==> src/rtl/tri_lane_pkg.sv <==
// Shared constants and helpers for the three-lane population counter.
// Assumes a fixed phase count of three; widths are derived from DATA_W.
package tri_lane_pkg;

    // Number of lanes and enable phases; the lane timing budget equals this.
    localparam int unsigned PHASES = 3;

    // Bits needed to hold a count from 0 up to w inclusive.
    function automatic int unsigned cnt_width(input int unsigned w);
        return $clog2(w + 1);
    endfunction

endpackage

==> src/rtl/tri_lane_ring.sv <==
// One copy of the rotating phase-enable ring.
// Does: holds a one-hot vector that moves up one bit per clock and wraps.
// Assumes: every copy in the block gets the same START and reset, so the
// copies stay in lock-step without any cross-connection.
module tri_lane_ring #(
    parameter int unsigned PHASES = 3,
    parameter int unsigned START  = 0
) (
    input  logic              clk,
    input  logic              rst_n,
    output logic [PHASES-1:0] en
);

    localparam logic [PHASES-1:0] SEED = {{(PHASES-1){1'b0}}, 1'b1} << START;

    // Reload the seed on reset, otherwise rotate toward the next lane.
    always_ff @(posedge clk) begin
        if (!rst_n) begin
            en <= SEED;
        end else begin
            en <= {en[PHASES-2:0], en[PHASES-1]};
        end
    end

endmodule

==> src/rtl/tri_lane_unit.sv <==
// One counting lane.
// Does: on its enable it captures a new word and keep flag, and at the same
// time registers the count of the word it captured on its previous enable.
// Assumes: enable pulses arrive exactly PHASES cycles apart, so the path from
// hold_q to res is given PHASES cycles to settle.
module tri_lane_unit #(
    parameter int unsigned DATA_W = 48,
    parameter int unsigned CNT_W  = 6
) (
    input  logic              clk,
    input  logic              rst_n,
    input  logic              en,
    input  logic [DATA_W-1:0] din,
    input  logic              keep,
    output logic [CNT_W-1:0]  res,
    output logic              res_keep,
    output logic              res_vld
);

    logic [DATA_W-1:0] hold_q;
    logic              hold_keep;
    logic              hold_vld;
    logic [CNT_W-1:0]  ones;

    // Slow path: add up the set bits of the held word.
    always_comb begin
        ones = '0;
        for (int b = 0; b < DATA_W; b++) begin
            ones = ones + CNT_W'(hold_q[b]);
        end
    end

    // Capture the next word and register the previous count on each enable.
    always_ff @(posedge clk) begin
        if (!rst_n) begin
            hold_q    <= '0;
            hold_keep <= 1'b0;
            hold_vld  <= 1'b0;
            res       <= '0;
            res_keep  <= 1'b0;
            res_vld   <= 1'b0;
        end else if (en) begin
            hold_q    <= din;
            hold_keep <= keep;
            hold_vld  <= 1'b1;
            res       <= ones;
            res_keep  <= hold_keep;
            res_vld   <= hold_vld;
        end
    end

endmodule

==> src/rtl/tri_lane_merge.sv <==
// Result merge.
// Does: remembers which lane was enabled on the last edge; that lane has just
// registered a fresh result. It forwards that result and raises the output
// valid for kept words only.
// Assumes: phase is one-hot and in step with the lane enables.
module tri_lane_merge #(
    parameter int unsigned PHASES = 3,
    parameter int unsigned CNT_W  = 6
) (
    input  logic                    clk,
    input  logic                    rst_n,
    input  logic [PHASES-1:0]       phase,
    input  logic [PHASES*CNT_W-1:0] res_bus,
    input  logic [PHASES-1:0]       keep_bus,
    input  logic [PHASES-1:0]       vld_bus,
    output logic [CNT_W-1:0]        dout,
    output logic                    dout_valid
);

    logic [PHASES-1:0] sel_q;
    logic [CNT_W-1:0]  pick_res;
    logic              pick_ok;

    // Delay the phase by one cycle so it points at the lane that just finished.
    always_ff @(posedge clk) begin
        if (!rst_n) begin
            sel_q <= '0;
        end else begin
            sel_q <= phase;
        end
    end

    // AND-OR select of the fresh lane result and its keep/valid pair.
    always_comb begin
        pick_res = '0;
        pick_ok  = 1'b0;
        for (int i = 0; i < PHASES; i++) begin
            if (sel_q[i]) begin
                pick_res = pick_res | res_bus[i*CNT_W +: CNT_W];
                pick_ok  = pick_ok | (keep_bus[i] & vld_bus[i]);
            end
        end
    end

    // Output register.
    always_ff @(posedge clk) begin
        if (!rst_n) begin
            dout       <= '0;
            dout_valid <= 1'b0;
        end else begin
            dout       <= pick_res;
            dout_valid <= pick_ok;
        end
    end

endmodule

==> src/rtl/tri_lane_popcount.sv <==
// Top: three-lane round-robin population counter.
// Does: deals one word per clock to PHASES lanes in rotation. Each lane
// enable comes from a nearby copy of the phase ring. Results are merged
// back in order with a fixed latency of four edges.
// Assumes: input never stalls; 1 <= RING_COPIES; START_PHASE < PHASES.
module tri_lane_popcount
    import tri_lane_pkg::*;
#(
    parameter int unsigned DATA_W      = 48,
    parameter int unsigned RING_COPIES = 4,
    parameter int unsigned START_PHASE = 0,
    localparam int unsigned CNT_W      = cnt_width(DATA_W)
) (
    input  logic              clk,
    input  logic              rst_n,
    input  logic [DATA_W-1:0] din,
    input  logic              din_keep,
    output logic [CNT_W-1:0]  dout,
    output logic              dout_valid
);

    localparam int unsigned MERGE_COPY = RING_COPIES - 1;

    logic [RING_COPIES*PHASES-1:0] ring_bus;
    logic [PHASES*CNT_W-1:0]       res_bus;
    logic [PHASES-1:0]             keep_bus;
    logic [PHASES-1:0]             vld_bus;

    // Replicated enable rings, each loaded with the same start pattern.
    for (genvar c = 0; c < RING_COPIES; c++) begin : g_ring
        tri_lane_ring #(
            .PHASES (PHASES),
            .START  (START_PHASE)
        ) u_ring (
            .clk   (clk),
            .rst_n (rst_n),
            .en    (ring_bus[c*PHASES +: PHASES])
        );
    end

    // Lanes: lane i takes its enable bit from ring copy (i mod RING_COPIES).
    for (genvar i = 0; i < PHASES; i++) begin : g_lane
        localparam int unsigned COPY = i % RING_COPIES;
        tri_lane_unit #(
            .DATA_W (DATA_W),
            .CNT_W  (CNT_W)
        ) u_lane (
            .clk      (clk),
            .rst_n    (rst_n),
            .en       (ring_bus[COPY*PHASES + i]),
            .din      (din),
            .keep     (din_keep),
            .res      (res_bus[i*CNT_W +: CNT_W]),
            .res_keep (keep_bus[i]),
            .res_vld  (vld_bus[i])
        );
    end

    // Merge, timed by the last ring copy.
    tri_lane_merge #(
        .PHASES (PHASES),
        .CNT_W  (CNT_W)
    ) u_merge (
        .clk        (clk),
        .rst_n      (rst_n),
        .phase      (ring_bus[MERGE_COPY*PHASES +: PHASES]),
        .res_bus    (res_bus),
        .keep_bus   (keep_bus),
        .vld_bus    (vld_bus),
        .dout       (dout),
        .dout_valid (dout_valid)
    );

endmodule

==> config.mk <==
export PLATFORM = sky130hd
export DESIGN_NAME = tri_lane_popcount
export DESIGN_NICKNAME = d
export VERILOG_FILES = /design/src/rtl/tri_lane_pkg.sv /design/src/rtl/tri_lane_ring.sv /design/src/rtl/tri_lane_unit.sv /design/src/rtl/tri_lane_merge.sv /design/src/rtl/tri_lane_popcount.sv
export SDC_FILE = /design/constraint.sdc
export NUM_CORES = 1
export LEC_CHECK = 0
export BUFFER_PORTS_ARGS = -buffer_cell sky130_fd_sc_hd__buf_2
export CORE_UTILIZATION = 40
export CTS_CLUSTER_DIAMETER = 50
export DETAILED_ROUTE_END_ITERATION = 7
export PLACE_DENSITY = 0.58
export SLEW_MARGIN = 15
export SYNTH_ARGS = -nofsm -noshare
export SYNTH_HDL_FRONTEND = slang
export SYNTH_SLANG_ARGS = --single-unit
==> constraint.sdc <==
create_clock -name clk -period 6.2 [get_ports clk]
set_input_delay 0.31 -clock clk [delete_from_list [all_inputs] [get_ports clk]]
set_output_delay 0.31 -clock clk [all_outputs]
set_load 0.02 [all_outputs]
==> flow_summary.yaml, run 1 <==
run_status:
  status: "finished, final reports clean"
grt:
  grt_pass1_vias: 6591
  antenna_found_initial: 1
  overflow: 0
  grt_start_max_net_pins: 103
  grt_first_pass_wirelength_um: 34700
  grtUsageTotal_pct: 17.2
synthesis:
  yosys_warnings: 0
  syn_area_per_cell_um2: 10.4
  synth-edff-count: 0
  netlist_instances: 1007
  synthesis.area_um2: 10400
  synth.area.top_cells: "dfxtp_1 37%, fa_1 22%, mux2i_1 15%, inv_1 7.2%, nor2_1 6.4%"
  synth_flop_cell: "dfxtp_1"
  yosysTopAreaCellShare_pct: 37.3
  yosysUniqueCellTypes: 33
  yosys-top-cells-count: "201 x inv_1, 194 x dfxtp_1, 179 x nor2_1"
  synth-seq-cells: 194
  synth_most_common_cell: "inv_1"
  yosysTopAreaCell: "dfxtp_1"
  syn_nets: 1202
  synth-async-reset-ratio_pct: 0
  ys_seq_area_share_pct: 37.3
flow_run:
  drv_cap: 0
timing:
  hold_viol_final: 0
  fin_crit_sh_pct: 91.5
  finalSetupTns_ps: 0
  post-route-min-period_ps: 5670
  rsz0062_at_grt: "false"
  worst_pin_slew_ps: 1120
  setup_viol: 0
  holdWs_ps: 131
  fin_skew_ps: 15.3
  max_freq_ghz: 0.176
  maxSlewHeadroom_pct: 25.3
  slew_violations: 0
detailed_routing:
  vias: 6415
  drt_wl_total_um: 21200
  via_per_inst: 4.63
  drt_iter0_drc: 397
  drt_pass1_iterations: 6
  ant_nets: 0
  post-route-drc-count: 0
  routedWlPerCell_um: 15.3
finish:
  multiInputGateArea_um2: 5500
  drive_gt1_share_pct: 9.28
  antenna_cells: 0
  fillers: 2482
  seq_area_um2: 3890
  syn_to_final_growth_pct: 10.2
  final_nets: 1238
pwr:
  cellLeakagePower_nw: 5.20
  irDropWorstVdd_mv: 0.253
  power.density_nw_per_um2: 397
clocking:
  cts_buffers: 17
  clk_latency_ps: 450
  post_cts_buffers: 0
  cts.sinks: 194
  h-tree-depth: 4
  cts_tree: "done"
  hold_buffers: 0
  clkTransAtPathRegs_ps: 80
  cts_root_buf: "clkbuf_16"
  clock_path_buffers: 2
  cts_resized: 0
floorplan:
  io_pins: 58
  coreArea_um2: 25400
  rows: 58
  fp.dieH_um: 163
  die_w_um: 163
  start_util_pct: 41.0
  dieArea_um2: 26700
worst_setup_path:
  crit_buf_inv: 2
  critPathMostFrequentCell: "fa_1"
  cp_max_fo: 2
  crit_slowest_cell: "fa_1"
  end_kind: "flop"
  worstPathCellList: "ha_1 > inv_1 > fa_1 > fa_1 > fa_1 > fa_1 > fa_1 > fa_1 > fa_1 > inv_1 > fa_1 > fa_1 > xnor2_1 > a211oi_1"
  max_stage_delay_ps: 550
  cpLargestDelayFamily: "adder cells"
  cp_data_arrival_time_ps: 6020
  critPathKind: "flop to flop"
  crit_required_ps: 6550
  cp-start-kind: "flop"
placement:
  gp_congestion: 0.758
  port_buffers: 57
  dp_hpwl_um: 15700
hold_path:
  hold_class: "primary input to flop"
==> power by group <==
part	switching, mW	internal (mW)
logic	1.16	0.896
registers	0.0657	1.34
clock network	0.545	0.561
total	1.77	2.80
==> stage by stage <==
step | util (%) | instance area [µm²] | setup WS [ps] | total power [mW] | instances
floorplan | - | 10400 | 711 | 3.00 | 1007
global placement | 42.9 | 10900 | 566 | 3.46 | 1354
detailed placement | 42.9 | 10900 | 518 | 3.53 | 1354
CTS | 45.2 | 11500 | 492 | 4.65 | 1386
global route | 45.2 | 11500 | 308 | 4.99 | 1386
finish | 45.2 | 11500 | 528 | 4.56 | 1386
==> path summary, 6_finish.rpt <==
check | startpoint | to | slack, ps | cells past startpoint
hold / removal | din[23] | g_lane[2].u_lane.hold_q[23] | 130 | 3
setup / recovery | g_lane[2].u_lane.hold_q[0] | g_lane[2].u_lane.res[2] | 530 | 14
setup reg to reg | g_lane[2].u_lane.hold_q[0] | g_lane[2].u_lane.res[2] | 530 | 14
hold reg to reg | g_ring[1].u_ring.en[2] | g_ring[1].u_ring.en[0] | 410 | 1
==> flip-flops by register name, indices dropped and copies added, names as in the netlist <==
name and flops:
g_ring.u_ring.en 10, u_merge.dout 6, g_lane.u_lane.res 18, g_lane.u_lane.res_keep 3, g_lane.u_lane.res_vld 3, g_lane.u_lane.hold_q 144
g_lane.u_lane.hold_vld 3, g_lane.u_lane.hold_keep 3, u_merge.sel_q 3, u_merge.dout_valid 1
==> layout by cell type, fill, tap and decap left out, types with 2 or more instances in the layout <==
cell type / synthesis / final
a2111o_1: 2 / 2
a211oi_1: 6 / 6
a21o_1: 3 / 3
a21oi_1: 5 / 5
a222oi_1: 6 / 6
and2_1: 8 / 8
and3_1: 3 / 3
and3b_1: 2 / 2
buf_2: 26 / 57
buf_4: 8 / 5
clkbuf_16: 0 / 18
clkinv_8: 0 / 2
clkinvlp_4: 0 / 3
dfxtp_1: 194 / 191
dfxtp_4: 0 / 3
fa_1: 117 / 117
ha_1: 27 / 27
inv_1: 201 / 201
inv_6: 0 / 2
inv_8: 0 / 5
mux2i_1: 157 / 157
nand2b_1: 4 / 4
nand3_1: 20 / 20
nand3b_1: 3 / 3
nor2_1: 179 / 179
nor3b_1: 2 / 2
o2111ai_1: 3 / 3
o21a_1: 2 / 2
o21ai_0: 4 / 4
o41a_1: 2 / 2
or3_1: 3 / 3
xnor2_1: 3 / 3
==> metal layers <==
metal	vias up	GRT usage, %	wire (µm)
met3	22	3.05	662
li1	3178	-	-
met2	90	26.6	9650
met4	2	4.72	298
met1	3123	24.6	10600
met5	-	0	10
==> layout make-up <==
class                   count  area share [%]
flip-flops and latches    194            33.9
inverters                 203            6.65
clock buffers              19            3.95
well taps                 330            3.59
repair buffers             62            2.81
clock inverters            13            1.20
multi-input cells         565            47.9
==> worst min-delay path, cell delays in order <==
cell and delay (ps):
buf_2 100, mux2i_1 60, nor2_1 70
==> kinds of logic (layout without fill, tap and decap cells) <==
family | Yosys count | after routing | share of synthesized area (%)
compound gates | 36 | 36 | 2.70
simple gates | 225 | 225 | 9.05
xor+xnor | 3 | 3 | 0.252
fa+ha+maj | 144 | 144 | 25.7
buf+inv | 248 | 297 | 9.96
mux | 157 | 157 | 15.1
flops | 194 | 194 | 37.3
(Power assumes the default switching activity.)
==> run 2: changes to the inputs <==
--- a/config.mk
+++ b/config.mk
@@ -6,10 +6,11 @@
 export NUM_CORES = 1
 export LEC_CHECK = 0
 export BUFFER_PORTS_ARGS = -buffer_cell sky130_fd_sc_hd__buf_2
-export CORE_UTILIZATION = 40
+export CORE_MARGIN = 2
+export CORE_UTILIZATION = 45
 export CTS_CLUSTER_DIAMETER = 50
 export DETAILED_ROUTE_END_ITERATION = 7
-export PLACE_DENSITY = 0.58
+export PLACE_DENSITY = 0.64
 export SLEW_MARGIN = 15
 export SYNTH_ARGS = -nofsm -noshare
 export SYNTH_HDL_FRONTEND = slang
==> run 2 against run 1 <==
  * Clock power is 4% lower
  * Clock-buffer cell count stayed put
  * Non-clock buffer count is 1 lower
  * Critical endpoint unchanged
  * Flip-flop and latch count stayed put
  * Final area is 0.76% lower
  * Critical path type unchanged
  * Hold slack better by 14 ps
  * Highest routed layer is now met4
==> flow_summary.yaml, run 2 (synthesized netlist as in run 1, its figures left out) <==
finish:
  final_common_cell: "inv_1"
  final_cell_mix: "201 x inv_1, 191 x dfxtp_1, 179 x nor2_1, 157 x mux2i_1, 117 x fa_1"
  stdcell_count: 1340
  largest_reg_flops: 144
  drive_gt1_share_pct: 9.19
  utilization_pct: 50.2
  top_regs: "g_lane.u_lane.hold_q: 144 flops, g_lane.u_lane.res: 18 flops, g_ring.u_ring.en: 10 flops"
  antenna_cells: 0
  syn_to_final_growth_pct: 9.37
  largest-register: "g_lane.u_lane.hold_q"
  final_nets: 1237
detailed_routing:
  routedWlPerCell_um: 15.6
  ant_nets: 0
  via_per_inst: 4.76
  drt_iter0_drc: 294
  drt_pass1_iterations: 5
  vias: 6372
  drt_wl_total_um: 20900
  post-route-drc-count: 0
floorplan:
  start_util_pct: 45.9
  dieArea_um2: 24400
  io_pins: 58
  coreArea_um2: 22700
  fp.dieH_um: 156
  die_w_um: 156
  rows: 55
timing:
  maxSlewHeadroom_pct: 23.4
  max_freq_ghz: 0.177
  fin_skew_ps: 11.2
  finalSetupTns_ps: 0
  hold_viol_final: 0
  slew_violations: 0
  fin_crit_sh_pct: 91.4
  post-route-min-period_ps: 5670
  worst_pin_slew_ps: 1150
  rsz0062_at_grt: "false"
  setup_viol: 0
clocking:
  cts_tree: "done"
  cts_resized: 0
  hold_buffers: 0
  post_cts_buffers: 0
  clk_latency_ps: 440
  cts_buffers: 17
  cts_root_buf: "clkbuf_16"
  h-tree-depth: 4
  clkTransAtPathRegs_ps: 70
  cts.sinks: 194
  clock_path_buffers: 2
worst_setup_path:
  cp_data_arrival_time_ps: 6010
  critPathKind: "flop to flop"
  cp-start-kind: "flop"
  cp_max_fo: 2
  crit_required_ps: 6540
  r2r_setup_slack_ps: 530
  end_kind: "flop"
placement:
  port_buffers: 57
  dp.cells: 1308
  dp_hpwl_um: 15400
  gp_congestion: 0.767
grt:
  grt_start_max_net_pins: 113
  grtUsageTotal_pct: 18.2
  grt_first_pass_wirelength_um: 33900
  grt_pass1_vias: 6354
  antenna_found_initial: 0
  overflow: 0
pwr:
  power.density_nw_per_um2: 394
  cellLeakagePower_nw: 5.19
  irDropWorstVdd_mv: 0.265
run_status:
  status: "finished, final reports clean"
flow_run:
  drv_cap: 0
hold_path:
  hold_class: "primary input to flop"
-- run 2: cell types whose count changed in the layout (fill, tap and decap cells not counted) --
cell	change
buf_4	-1
clkbuf_16	-1
clkbuf_8	+1
clkinv_4	+3
clkinv_8	-1
inv_8	-2
-- run 2: path summary, 6_finish.rpt --
path	start	end	cells after the start
hold reg to reg	g_ring[1].u_ring.en[2]	g_ring[1].u_ring.en[0]	1
setup reg to reg	g_lane[2].u_lane.hold_q[0]	g_lane[2].u_lane.res[2]	14
setup / recovery	g_lane[2].u_lane.hold_q[0]	g_lane[2].u_lane.res[2]	14
hold / removal	din[23]	g_lane[1].u_lane.hold_q[23]	3
-- run 2: metal layers --
layer | part of all wire [%] | GRT usage, % | up-vias | wire [µm]
met5 | 0 | 0 | - | 0
met4 | 1.1 | 4.54 | 0 | 235
met3 | 3.3 | 3.75 | 18 | 696
met2 | 46 | 27.8 | 92 | 9580
met1 | 50 | 26.5 | 3087 | 10400
li1 | - | - | 3175 | -
-- run 2: where the power goes --
part | internal [mW] | total, mW | switching, mW
sequential | 1.34 | 1.41 | 0.0651
combinational | 0.881 | 2.02 | 1.14
clock | 0.541 | 1.07 | 0.525
-- run 2: through the flow --
stage	total power [mW]	setup slack (ps)	hold WS [ps]	instance area, µm²
4_1_cts	4.57	498	128	11400
3_5_place_dp	3.49	521	397	10800
3_3_place_gp	3.43	571	391	10800
6_report	4.49	535	145	11400
5_1_grt	4.91	315	132	11400
2_1_floorplan	3.00	711	386	10400
-- run 2: final cells by class --
type | count | area, µm²
Fill cell | 2104 | 11300
Multi-Input combinational cell | 565 | 5500
Sequential cell | 194 | 3890
Inverter | 203 | 764
Clock buffer | 19 | 443
Tap cell | 285 | 357
Timing Repair Buffer | 61 | 315
Clock inverter | 13 | 125
-- run 2: critical path, cell delays in order (launching register included) --
cell and delay [ps]:
dfxtp_1 330, ha_1 280, inv_1 50, fa_1 500, fa_1 520, fa_1 530
fa_1 520, fa_1 520, fa_1 520, fa_1 540, inv_1 50, fa_1 450
fa_1 410, xnor2_1 140, a211oi_1 210
==> run 3: changes to the inputs <==
--- a/config.mk
+++ b/config.mk
@@ -5,11 +5,13 @@
 export SDC_FILE = /design/constraint.sdc
 export NUM_CORES = 1
 export LEC_CHECK = 0
+export ABC_AREA = 1
 export BUFFER_PORTS_ARGS = -buffer_cell sky130_fd_sc_hd__buf_2
 export CORE_MARGIN = 2
 export CORE_UTILIZATION = 45
 export CTS_CLUSTER_DIAMETER = 50
 export DETAILED_ROUTE_END_ITERATION = 7
+export MAX_ROUTING_LAYER = met4
 export PLACE_DENSITY = 0.64
 export SLEW_MARGIN = 15
 export SYNTH_ARGS = -nofsm -noshare
==> run 3 against run 2 <==
  * Routed wire length up 9.1%
  * Critical path type unchanged
  * Core utilization up 0.23 points
  * Critical endpoint is now g_lane[2].u_lane.res[4]
  * Power up 30%
  * Register-to-register slack worse by 90 ps
  * Flip-flop and latch count unchanged
  * Global-route usage up 3.2 points
  * Synthesized area down 2.9%
  * Via count up 11%
  * Cell count up 9.2%
  * Sequential share of layout area up 0.91 points
==> flow_summary.yaml, run 3 <==
run_status:
  status: "finished, final reports clean"
pwr:
  p_int_mw: 3.30
  seq_power_share_pct: 24.2
  switchingPower_mw: 2.52
  combPwrFrac_pct: 56.2
  netSwitchingFraction_pct: 43.3
  cellLeakagePower_nw: 5.24
  irDropWorstVdd_mv: 0.431
  clkPwrFrac_pct: 19.7
  power.density_nw_per_um2: 525
floorplan:
  coreArea_um2: 22000
  dieArea_um2: 23700
  start_util_pct: 46.1
  die_w_um: 154
  fp.dieH_um: 154
  rows: 54
  io_pins: 58
clocking:
  cts_resized: 0
  clock_path_buffers: 2
  clkTransAtPathRegs_ps: 80
  cts_buffers: 17
  h-tree-depth: 4
  cts.sinks: 194
  cts_tree: "done"
  cts_root_buf: "clkbuf_16"
  hold_buffers: 0
  post_cts_buffers: 0
  clk_latency_ps: 450
detailed_routing:
  drt_pass1_iterations: 5
  routedWlPerCell_um: 15.6
  post-route-drc-count: 0
  drt_iter0_drc: 389
  via_per_inst: 4.85
  ant_nets: 0
  vias: 7092
  drt_wl_total_um: 22800
finish:
  final_common_cell: "inv_1"
  final_cell_mix: "245 x inv_1, 193 x dfxtp_1, 138 x o21ai_0, 117 x fa_1, 116 x nand2_1"
  antenna_cells: 0
  top_regs: "g_lane.u_lane.hold_q: 144 flops, g_lane.u_lane.res: 18 flops, g_ring.u_ring.en: 10 flops"
  largest_reg_flops: 144
  drive_gt1_share_pct: 9.21
  final_nets: 1365
  largest-register: "g_lane.u_lane.hold_q"
  fillers: 2064
  syn_to_final_growth_pct: 9.46
  fin_area_um2: 11100
worst_setup_path:
  r2r_start: "g_lane[2].u_lane.hold_q[0]"
  cp_data_arrival_time_ps: 6110
  critPathKind: "flop to flop"
  timing.rr.end: "g_lane[2].u_lane.res[4]"
  cp_max_fo: 3
  cp-start-kind: "flop"
  r2r_setup_slack_ps: 440
  crit_required_ps: 6550
  reg2reg_depth: 18
  end_kind: "flop"
synthesis:
  synth_flop_cell: "dfxtp_1"
  synthesis.area_um2: 10100
  yosys_warnings: 0
  yosysTopAreaCellShare_pct: 38.4
  synth_most_common_cell: "inv_1"
  synth-async-reset-ratio_pct: 0
  yosysTopAreaCell: "dfxtp_1"
  synth-edff-count: 0
  ys_seq_area_share_pct: 38.4
  syn_nets: 1340
  syn_area_per_cell_um2: 8.84
  yosysUniqueCellTypes: 24
  synth-seq-cells: 194
  yosys-top-cells-count: "246 x inv_1, 194 x dfxtp_1, 138 x o21ai_0"
  synth.area.top_cells: "dfxtp_1 38%, fa_1 23%, inv_1 9.1%, o21ai_0 6.8%, nand2_1 4.3%"
  netlist_instances: 1145
timing:
  setup_viol: 0
  holdWs_ps: 86.9
  max_freq_ghz: 0.174
  worst_pin_slew_ps: 1120
  fin_skew_ps: 10.9
  rsz0062_at_grt: "false"
  slew_violations: 0
  fin_crit_sh_pct: 92.9
  post-route-min-period_ps: 5760
  maxSlewHeadroom_pct: 25.3
  hold_viol_final: 0
  finalSetupTns_ps: 0
grt:
  grt_first_pass_wirelength_um: 38400
  overflow: 0
  antenna_found_initial: 0
  grt_pass1_vias: 7384
  grt_start_max_net_pins: 86
  grtUsageTotal_pct: 21.4
placement:
  place_area_um2: 10500
  gp_congestion: 0.835
  port_buffers: 57
  dp_hpwl_um: 16500
hold_path:
  holdPathEnd: "g_lane[2].u_lane.hold_q[45]"
  holdPathStages: 3
  worstHoldStart: "din[45]"
  hold_class: "primary input to flop"
flow_run:
  drv_cap: 0
run 3: changes by cell type after synthesis, moves of 8 or more:
cell,change
a21oi_1,+68
and2_1,-8
inv_1,+45
mux2i_1,-157
nand2_1,+115
nand3_1,+24
nor2_1,-78
o21ai_0,+134
run 3: kinds of logic (layout without fill, tap and decap cells):
family	Yosys count	in the layout	share of synthesized area, %
buf+inv	303	341	12.3
simple gates	271	271	10.9
flops	194	194	38.4
compound gates	230	230	11.7
xor+xnor	3	3	0.260
fa+ha+maj	144	144	26.5
run 3: critical path, cell delays in order, from the launching register on:
cell,delay (ps)
dfxtp_1,320
ha_1,270
inv_1,50
fa_1,500
fa_1,540
fa_1,520
fa_1,520
fa_1,530
fa_1,540
fa_1,550
inv_1,50
fa_1,470
fa_1,430
nand3_1,120
nand2_1,60
nand2_1,60
nand3_1,60
nand2_1,60
inv_1,30
run 3: how the worst max path moves through the flow:
stage	startpoint	to	slack, ps	cells past startpoint
floorplan	g_lane[2].u_lane.hold_q[0]	g_lane[2].u_lane.res[4]	640	18
global placement	g_lane[2].u_lane.hold_q[0]	g_lane[2].u_lane.res[4]	440	18
detailed placement	g_lane[2].u_lane.hold_q[0]	g_lane[2].u_lane.res[4]	430	18
CTS	g_lane[2].u_lane.hold_q[0]	g_lane[2].u_lane.res[4]	420	18
global route	g_lane[2].u_lane.hold_q[0]	g_lane[2].u_lane.res[4]	240	18
finish	g_lane[2].u_lane.hold_q[0]	g_lane[2].u_lane.res[4]	440	18
run 3: stage by stage:
step                power (mW)  std cells  setup WS (ps)  utilization (%)
detailed placement        4.62       1431            430             47.7
global placement          4.62       1431            437             47.7
global route              6.43       1463            237             50.4
finish                    5.82       1463            441             50.4
floorplan                 3.87       1145            635                -
CTS                       5.85       1463            422             50.4
run 3: area by class of cell:
cell class / count / area [µm²] / area share (%)
multi-input combinational: 648 / 4990 / 45.0
tap: 280 / 350 / 3.16
clock inverter: 15 / 184 / 1.66
sequential: 194 / 3880 / 35.1
timing repair buffer: 60 / 310 / 2.80
inverter: 249 / 935 / 8.44
clock buffer: 17 / 425 / 3.84
run 3: power by group through the flow:
stage               clock (mW)  combinational [mW]  sequential [mW]
floorplan                    0                2.44             1.42
detailed placement           0                3.19             1.43
global placement             0                3.19             1.43
global route              1.20                3.81             1.42
finish                    1.14                3.27             1.41
CTS                       1.16                3.28             1.41
run 3: metal layers:
metal	up-vias	GRT usage (%)	routed length (µm)
li1	3535	-	-
met2	153	33.7	10700
met3	22	3.49	1030
met1	3382	28.9	10800
met4	0	5.61	318
met5	-	-	0
